[config.mk]
export PLATFORM = sky130hd
export DESIGN_NAME = uart_wake_rx
export DESIGN_NICKNAME = d
export VERILOG_FILES = /design/src/rtl/uwr_pkg.sv /design/src/rtl/uwr_sync.sv /design/src/rtl/uwr_frame.sv /design/src/rtl/uwr_idle.sv /design/src/rtl/uwr_status.sv /design/src/rtl/uart_wake_rx.sv
export SDC_FILE = /design/constraint.sdc
export NUM_CORES = 1
export LEC_CHECK = 0
export ABC_AREA = 1
export CORE_UTILIZATION = 60
export DETAILED_ROUTE_END_ITERATION = 7
export DONT_BUFFER_PORTS = 1
export GPL_TIMING_DRIVEN = 0
export PLACE_DENSITY = 0.8
export SLEW_MARGIN = 25
export SYNTH_ARGS = -nofsm -noshare
export SYNTH_HDL_FRONTEND = slang
export SYNTH_SLANG_ARGS = --single-unit
[constraint.sdc]
create_clock -name clk -period 3.8 [get_ports clk]
set_input_delay 0.76 -clock clk [delete_from_list [all_inputs] [get_ports clk]]
set_output_delay 0.76 -clock clk [all_outputs]
set_load 0.01 [all_outputs]
[src/rtl/uwr_pkg.sv]
package uwr_pkg;
    typedef enum logic [1:0] {
        ST_HUNT  = 2'd0,
        ST_START = 2'd1,
        ST_DATA  = 2'd2,
        ST_STOP  = 2'd3
    } rx_state_e;

    // status flag positions inside the flag vector
    localparam int F_FULL  = 0;
    localparam int F_IDLE  = 1;
    localparam int F_OVR   = 2;
    localparam int F_NOISE = 3;
    localparam int F_FRAME = 4;
    localparam int N_FLAGS = 5;

    // widest frame: start + 9 data + stop
    localparam int MAX_FRAME_BITS = 11;
endpackage

[src/rtl/uwr_sync.sv]
module uwr_sync #(
    parameter int STAGES = 2
) (
    input  logic clk,
    input  logic rst_n,
    input  logic din,
    output logic dout
);
    logic [STAGES-1:0] chain_d, chain_q;

    generate
        if (STAGES == 1) begin : g_one
            always_comb chain_d = din;
        end else begin : g_many
            always_comb chain_d = {chain_q[STAGES-2:0], din};
        end
    endgenerate

    always_ff @(posedge clk or negedge rst_n) begin
        if (!rst_n) chain_q <= '1;
        else        chain_q <= chain_d;
    end

    assign dout = chain_q[STAGES-1];
endmodule

[src/rtl/uwr_frame.sv]
module uwr_frame #(
    parameter int OSR = 16
) (
    input  logic       clk,
    input  logic       rst_n,
    input  logic       tick,
    input  logic       line,
    input  logic       nine,
    output logic       done_o,
    output logic [8:0] word_o,
    output logic       bad_stop_o,
    output logic       noisy_o
);
    import uwr_pkg::*;

    localparam int PH_W = $clog2(OSR);
    localparam logic [PH_W-1:0] PH_A   = PH_W'(OSR / 2 - 1);
    localparam logic [PH_W-1:0] PH_B   = PH_W'(OSR / 2);
    localparam logic [PH_W-1:0] PH_C   = PH_W'(OSR / 2 + 1);
    localparam logic [PH_W-1:0] PH_END = PH_W'(OSR - 1);

    typedef struct packed {
        rx_state_e       st;
        logic [PH_W-1:0] ph;
        logic [3:0]      nbit;
        logic [1:0]      smp;
        logic [8:0]      sh;
        logic            noisy;
        logic            done;
        logic            bad;
    } fr_t;

    fr_t fr_d, fr_q;
    logic maj, split;
    logic [3:0] last_bit;

    always_comb begin
        maj      = (fr_q.smp[0] & fr_q.smp[1]) | (fr_q.smp[0] & line) | (fr_q.smp[1] & line);
        split    = !((fr_q.smp[0] == fr_q.smp[1]) && (fr_q.smp[1] == line));
        last_bit = nine ? 4'd8 : 4'd7;

        fr_d      = fr_q;
        fr_d.done = 1'b0;

        if (tick) begin
            if (fr_q.st == ST_HUNT) begin
                if (!line) begin
                    fr_d.st    = ST_START;
                    fr_d.ph    = PH_W'(1);
                    fr_d.noisy = 1'b0;
                end
            end else begin
                fr_d.ph = (fr_q.ph == PH_END) ? '0 : fr_q.ph + PH_W'(1);
                if (fr_q.ph == PH_A) fr_d.smp[0] = line;
                if (fr_q.ph == PH_B) fr_d.smp[1] = line;

                case (fr_q.st)
                    ST_START: begin
                        if (fr_q.ph == PH_C) begin
                            if (maj) fr_d.st = ST_HUNT;
                            else     fr_d.noisy = fr_q.noisy | split;
                        end
                        if (fr_q.ph == PH_END) begin
                            fr_d.st   = ST_DATA;
                            fr_d.nbit = '0;
                        end
                    end
                    ST_DATA: begin
                        if (fr_q.ph == PH_C) begin
                            fr_d.sh    = {maj, fr_q.sh[8:1]};
                            fr_d.noisy = fr_q.noisy | split;
                        end
                        if (fr_q.ph == PH_END) begin
                            if (fr_q.nbit == last_bit) fr_d.st = ST_STOP;
                            else                       fr_d.nbit = fr_q.nbit + 4'd1;
                        end
                    end
                    ST_STOP: begin
                        if (fr_q.ph == PH_C) begin
                            fr_d.done  = 1'b1;
                            fr_d.bad   = !maj;
                            fr_d.noisy = fr_q.noisy | split;
                            fr_d.st    = ST_HUNT;
                        end
                    end
                    default: fr_d.st = ST_HUNT;
                endcase
            end
        end
    end

    always_ff @(posedge clk or negedge rst_n) begin
        if (!rst_n) fr_q <= '0;
        else        fr_q <= fr_d;
    end

    assign done_o     = fr_q.done;
    assign word_o     = fr_q.sh;
    assign bad_stop_o = fr_q.bad;
    assign noisy_o    = fr_q.noisy;
endmodule

[src/rtl/uwr_idle.sv]
module uwr_idle #(
    parameter int OSR = 16
) (
    input  logic clk,
    input  logic rst_n,
    input  logic tick,
    input  logic line,
    input  logic nine,
    output logic idle_evt_o
);
    localparam int CNT_W = $clog2(uwr_pkg::MAX_FRAME_BITS * OSR + 1);
    localparam logic [CNT_W-1:0] LIM8 = CNT_W'((uwr_pkg::MAX_FRAME_BITS - 1) * OSR - 1);
    localparam logic [CNT_W-1:0] LIM9 = CNT_W'(uwr_pkg::MAX_FRAME_BITS * OSR - 1);

    typedef struct packed {
        logic [CNT_W-1:0] cnt;
        logic             armed;
        logic             evt;
    } id_t;

    id_t id_d, id_q;
    logic [CNT_W-1:0] lim;

    always_comb begin
        lim      = nine ? LIM9 : LIM8;
        id_d     = id_q;
        id_d.evt = 1'b0;
        if (tick) begin
            if (!line) begin
                id_d.cnt   = '0;
                id_d.armed = 1'b1;
            end else if (id_q.cnt < lim) begin
                id_d.cnt = id_q.cnt + CNT_W'(1);
            end else if (id_q.armed) begin
                id_d.evt   = 1'b1;
                id_d.armed = 1'b0;
            end
        end
    end

    always_ff @(posedge clk or negedge rst_n) begin
        if (!rst_n) id_q <= '0;
        else        id_q <= id_d;
    end

    assign idle_evt_o = id_q.evt;
endmodule

[src/rtl/uwr_status.sv]
module uwr_status (
    input  logic                         clk,
    input  logic                         rst_n,
    input  logic                         done,
    input  logic [8:0]                   word,
    input  logic                         bad_stop,
    input  logic                         noisy,
    input  logic                         idle_evt,
    input  logic                         nine,
    input  logic                         wake_sel,
    input  logic                         wake_set,
    input  logic                         stat_rd,
    input  logic                         data_rd,
    output logic [uwr_pkg::N_FLAGS-1:0]  flags_o,
    output logic [7:0]                   data_o,
    output logic                         bit8_o,
    output logic                         wake_o
);
    import uwr_pkg::*;

    typedef struct packed {
        logic [N_FLAGS-1:0] fl;
        logic [N_FLAGS-1:0] snap;
        logic               snap_v;
        logic [7:0]         dat;
        logic               b8;
        logic               wake;
    } sr_t;

    sr_t sr_d, sr_q;
    logic [N_FLAGS-1:0] set_v;
    logic eff_wake;

    always_comb begin
        sr_d     = sr_q;
        set_v    = '0;
        eff_wake = sr_q.wake;

        // address mark: most significant data bit is word[8] in both modes
        if (done && sr_q.wake && wake_sel && word[8]) begin
            sr_d.wake = 1'b0;
            eff_wake  = 1'b0;
        end

        if (done && !eff_wake) begin
            if (sr_q.fl[F_FULL]) begin
                set_v[F_OVR] = 1'b1;
            end else begin
                set_v[F_FULL]  = 1'b1;
                set_v[F_NOISE] = noisy;
                set_v[F_FRAME] = bad_stop;
                sr_d.dat       = nine ? word[7:0] : word[8:1];
                sr_d.b8        = nine & word[8];
            end
        end

        if (idle_evt) begin
            if (sr_q.wake) begin
                if (!wake_sel) sr_d.wake = 1'b0;
            end else begin
                set_v[F_IDLE] = 1'b1;
            end
        end

        if (data_rd && sr_q.snap_v) begin
            sr_d.fl     = sr_q.fl & ~sr_q.snap;
            sr_d.snap_v = 1'b0;
        end
        if (stat_rd) begin
            sr_d.snap   = sr_q.fl;
            sr_d.snap_v = 1'b1;
        end

        sr_d.fl = sr_d.fl | set_v;
        if (wake_set) sr_d.wake = 1'b1;
    end

    always_ff @(posedge clk or negedge rst_n) begin
        if (!rst_n) sr_q <= '0;
        else        sr_q <= sr_d;
    end

    assign flags_o = sr_q.fl;
    assign data_o  = sr_q.dat;
    assign bit8_o  = sr_q.b8;
    assign wake_o  = sr_q.wake;
endmodule

[src/rtl/uart_wake_rx.sv]
module uart_wake_rx #(
    parameter int OSR         = 16,
    parameter int SYNC_STAGES = 2
) (
    input  logic       clk,
    input  logic       rst_n,
    input  logic       tick16,
    input  logic       rx_in,
    input  logic       nine_bit,
    input  logic       wake_sel,
    input  logic       wake_set,
    input  logic       stat_rd,
    input  logic       data_rd,
    output logic [7:0] rx_data,
    output logic       rx_bit8,
    output logic       full_flag,
    output logic       idle_flag,
    output logic       ovr_flag,
    output logic       noise_flag,
    output logic       frame_flag,
    output logic       wake_active
);
    import uwr_pkg::*;

    logic line_s;
    logic fr_done, fr_bad, fr_noisy, idle_evt;
    logic [8:0] fr_word;
    logic [N_FLAGS-1:0] flags;

    uwr_sync #(.STAGES(SYNC_STAGES)) sync_i (
        .clk(clk), .rst_n(rst_n), .din(rx_in), .dout(line_s)
    );

    uwr_frame #(.OSR(OSR)) frame_i (
        .clk(clk), .rst_n(rst_n), .tick(tick16), .line(line_s), .nine(nine_bit),
        .done_o(fr_done), .word_o(fr_word), .bad_stop_o(fr_bad), .noisy_o(fr_noisy)
    );

    uwr_idle #(.OSR(OSR)) idle_i (
        .clk(clk), .rst_n(rst_n), .tick(tick16), .line(line_s), .nine(nine_bit),
        .idle_evt_o(idle_evt)
    );

    uwr_status status_i (
        .clk(clk), .rst_n(rst_n), .done(fr_done), .word(fr_word), .bad_stop(fr_bad),
        .noisy(fr_noisy), .idle_evt(idle_evt), .nine(nine_bit), .wake_sel(wake_sel),
        .wake_set(wake_set), .stat_rd(stat_rd), .data_rd(data_rd),
        .flags_o(flags), .data_o(rx_data), .bit8_o(rx_bit8), .wake_o(wake_active)
    );

    assign full_flag  = flags[F_FULL];
    assign idle_flag  = flags[F_IDLE];
    assign ovr_flag   = flags[F_OVR];
    assign noise_flag = flags[F_NOISE];
    assign frame_flag = flags[F_FRAME];
endmodule

# After elaboration in Yosys (flattened, before gate mapping)
# Index checks and enable logic that the tools add are counted.
# totals
regBits	57
latchBits	0
ramBits	0
mem_bits_ro	0
in_bits	9
out_inout_bits	15
word_cells	131
mem_count	0
# classes
addsub	3
mul	0
div_mod_pow	0
order_cmp	1
eq_ne	24
n_shift	0
muxes	48
bitwise	12
n_reduce_logical	24
# ops
operator	count
2-to-1 mux 2 bit	11
2-to-1 mux 4 bit	5
2-to-1 mux 1 bit	19
2-to-1 mux 6 bit	3
2-to-1 mux 8 bit	2
!= test 3 x 1 -> 1 bit, second input constant	5
AND reduction 7 bit	2
equality test 4 bit, second input constant	3
2-to-1 mux 10 bit	1
2-to-1 mux 9 bit	1
adder 4 x 1 -> 4 bit, second input constant	2
adder 8 x 1 -> 8 bit, second input constant	1
< comparator 8 bit	1
!= test 4 x 1 -> 1 bit, second input constant	2
case mux 4 bit (2 select lines)	1
AND reduction 2 bit	4
AND reduction 4 bit	2
logical AND 1 bit	6
2-to-1 mux 3 bit	2
!= test 2 x 1 -> 1 bit, second input constant	3
!= test 2 bit, second input constant	3
case mux 2 bit (3 select lines)	1
AND reduction 3 bit	2
AND reduction 6 bit	1
other kinds (18)	29

# Depth between registers and ports, before layout
# logic_depth
ltp_word	8
ltp_mapped	11
depth_no_buf	10

# Hierarchy
# From an unflattened synthesis, not the netlist that was laid out.
# unflattened
hier_cells	388
area_unflattened_um2	3116.7
# by_module_without_submodules
module	n_inst	cells_per_inst	area_each_um2	seq_area_each_um2
uwr_frame	1	172	1387.6	600.6
uwr_status	1	130	1054.8	525.5
uwr_idle	1	84	621.8	250.2
uwr_sync	1	2	52.6	52.6

# Worst setup path before layout
# OpenSTA, ideal clock, no wires.
# synth_timing
path_type	in2reg
from	input nine_bit
to	register idle_i.id_q[7] (netlist name)
setup_time_ns	0.117
t_arrival_ns	2.005
required_time_ns	3.683
setup_slack_ns	1.678
path_stages	11
n_path_buf	2
cell_sequence	buf_4 > inv_1 > buf_2 > ha_1 > nand2_1 > inv_1 > nand4_1 > nand3_2 > nand2_1 > nand2_1 > nand2_1
# synth_via
elab_chain_len	4
# synth_lines
element	line	source
start: declaration	uart_wake_rx.sv:9	input logic nine_bit,
2-to-1 mux 6 bit	uwr_idle.sv:25	lim = nine ? LIM9 : LIM8;
< comparator 8 bit	uwr_idle.sv:32	end else if (id_q.cnt < lim) begin
!= test 2 x 1 -> 1 bit (no source line)	-	
AND reduction 2 bit (no source line)	-	
end signal: assignment	uwr_idle.sv:43	else id_q <= id_d;
end: declaration	uwr_idle.sv:21	id_t id_d, id_q;
# No other way between the ends.
# A chain may end at the register's enable or synchronous reset.

# Worst setup path after layout
# layout_timing
from	input nine_bit
to	register idle_i.id_q[9] (netlist name)
# Same word-level chain as after synthesis.

==> metrics.cfg <==
[routing]
route.detailed.drc = 0
firstDrtPassIters = 4
wl_um = 5440
routed_via_density = 5.34
wl_per_cell_um = 12.2
num_vias = 2385
ant_nets = 0
detail_route.iter0.violations = 160

[yosys]
yosysSeqAreaShare_pct = 48.0
yosys.area.top_type_share_pct = 46.2
synth_edf_count = 0
synthFlopType = dfrtp_1
synthesis.area_mm2 = 0.00298
synth_area_leaders = dfrtp_1 46%, nand2_1 12%, ha_1 5.9%, o21ai_0 5.5%, nor2_1 5.3%
syn_area_per_cell_um2 = 8.18
synth_warnings = 0
postSynthCellCount = 364
yosysUniqueCellTypes = 29
ys_async_sr_fraction_pct = 100
synth_nets = 387
synth-seq-cells = 57
yosysTopAreaCell = dfrtp_1

[sta]
finalHoldViolCount = 0
max_slew_margin_pct = 76.4
timing.fmax_ghz = 0.487
grt_setup_unrepaired = false
finalClockSkew_ns = 0.00849
drv_slew = 0
period_share_pct = 54.0
worst_pin_slew_ns = 0.353
setup_violations = 0
fin_tns_setup_ns = 0
period_needed_ns = 2.05

[worst_setup_path]
path_cells = buf_4 -> inv_1 -> buf_2 -> ha_1 -> nand2_1 -> inv_1 -> nand4_1 -> nand3_2 -> nand2_1 -> nand2_1 -> nand2_1
critPathMaxFanout = 10
cp.arrival_ns = 2.28
cp_common_cell = nand2_1
startpoint_type = input pin
reg2reg_depth = 10
r2r-end = frame_i.fr_q[15]
slowest_delay_ns = 0.31
slowest_stage = ha_1
cp-end-kind = register
rrSetupSlack_ns = 1.98
path_class = input pin to register
worstPathRequired_ns = 4.03
reg2reg_from = frame_i.fr_q[22]

[global_routing]
top_usage_layer = met2
antenna_found_initial = 0
track_usage_pct = 24.1
met3_usage_pct = 6.53
gr-usage-met2_pct = 40.0
grt_pass1_vias = 2233
grt_pass1_wl_um = 9670
grt-ovfl-total = 0
grtUsageMet1_pct = 30.1
grt_start_max_net_pins = 58

[finish]
seqCellArea_mm2 = 0.00143
synthToLayoutAreaGrowth_pct = 10.1
design_area_mm2 = 0.00328
diodes = 0
final_common_cell = nand2_1
layout_common_cells = 99 x nand2_1, 55 x dfrtp_1, 42 x nor2_1
drive_gt1_share_pct = 11.6
fill_cells = 380
layout.nets = 398
multiInputGateArea_mm2 = 0.00129

[die]
core_mm2 = 0.00475
initial_utilization_pct = 62.6
io_pins = 24
dieArea_mm2 = 0.00525
die_w_um = 72.4
fp-row-count = 25
die_h_um = 72.4

[power]
leakage_nw = 1.69
powerDensity_mw_per_mm2 = 478
ir_drop_uv = 407
p_total_mw = 1.57

[clocking]
cts.path.max_buffers = 2
clk_latency_ns = 0.34
cts_resized = 0
htree_levels = 3
post-cts-setup-buffers = 0
cts.sink_count = 57
cts_tree = built
clkSlewWorstSetupHoldPaths_ns = 0.07
numCtsBuffers = 9
root_buffer = clkbuf_8
ctsHoldBuffers = 0

[flow_run]
max-cap-violations = 0

[min_path]
hp-class = input pin to async pin

[placement]
gp_congestion = 0.896
port_buffers = 0
dpl_cell_area_mm2 = 0.00306
dp_hpwl_um = 3810

[outcome]
status = complete, no violations

cells in the mapped netlist (2+ instances only):
master    n
buf_2     3
ha_1     14
nand3_2   4
xnor2_1   2
o21ai_0  33
nor3_1    3
a21oi_1   5
nand2_1  99
nor2_1   42
dfrtp_1  55
dfstp_2   2
inv_2     4
a21o_1    2
nand4_1   8
nand3_1  21
inv_1    38
buf_4     9
o31ai_1   9
kinds of logic (layout without fill, tap and decap cells):
kind of cell    Yosys count  after routing  share of synthesized area, %
buf+inv                  56             72                          8.57
flops                    57             57                          48.0
fa+ha+maj                14             14                          5.88
simple gates            180            180                          25.9
compound gates           54             54                          10.8
xor+xnor                  3              3                         0.883
report_power, final:
part | internal (mW) | total [mW] | switching (mW)
clock | 0.368 | 0.622 | 0.253
sequential | 0.651 | 0.700 | 0.0491
combinational | 0.0862 | 0.244 | 0.158
total | 1.11 | 1.57 | 0.460
final cells by class:
| type | count | area share (%) |
|---|---|---|
| buffer | 14 | 2.98 |
| clock buffer | 9 | 3.78 |
| clock inverter | 7 | 2.86 |
| inverter | 42 | 4.81 |
| multi-input combinational | 251 | 39.4 |
| sequential | 57 | 43.6 |
| tap | 67 | 2.56 |
state kept, by name, indices dropped and copies added, names as in the netlist:
| signal | flops |
|---|---|
| frame_i.fr_q | 12 |
| frame_i.word_o | 9 |
| idle_i.id_q | 9 |
| status_i.data_o | 8 |
| status_i.sr_q | 6 |
| status_i.flags_o | 5 |
| sync_i.chain_q | 2 |
| frame_i.bad_stop_o | 1 |
| frame_i.done_o | 1 |
| frame_i.noisy_o | 1 |
| idle_i.idle_evt_o | 1 |
| status_i.bit8_o | 1 |
| status_i.wake_o | 1 |
routing by layer:
metal | wire length (um) | up-vias
met2 | 2570 | 54
met5 | 0 | -
met3 | 260 | 8
li1 | - | 1196
met4 | 84 | 0
met1 | 2520 | 1127
how the worst max path moves through the flow:
stage	from	to	slack [ns]	cells past startpoint
3_5_place_dp	nine_bit	idle_i.id_q[4]	1.40	11
4_1_cts	nine_bit	idle_i.id_q[4]	1.76	11
2_1_floorplan	nine_bit	idle_i.id_q[7]	1.68	11
3_3_place_gp	nine_bit	idle_i.id_q[8]	1.43	11
5_1_grt	nine_bit	idle_i.id_q[9]	1.62	11
6_report	nine_bit	idle_i.id_q[9]	1.75	11
per-stage QoR:
step / util [%] / setup WS (ns) / instances / hold WS (ns)
after floorplan: - / 1.68 / 364 / 0.345
after global routing: 68.9 / 1.62 / 447 / 0.0936
after global placement: 64.4 / 1.43 / 431 / 0.349
after detailed placement: 64.4 / 1.40 / 431 / 0.351
final: 68.9 / 1.75 / 447 / 0.112
after CTS: 68.9 / 1.76 / 447 / 0.102
worst max-delay path, delay by kind of cell:
family	cells	cell delay, ns
AND/OR/NAND/NOR	6	0.75
buffers and inverters	4	0.44
adder cells (fa/ha/maj)	1	0.31
(Power assumes the default switching activity.)
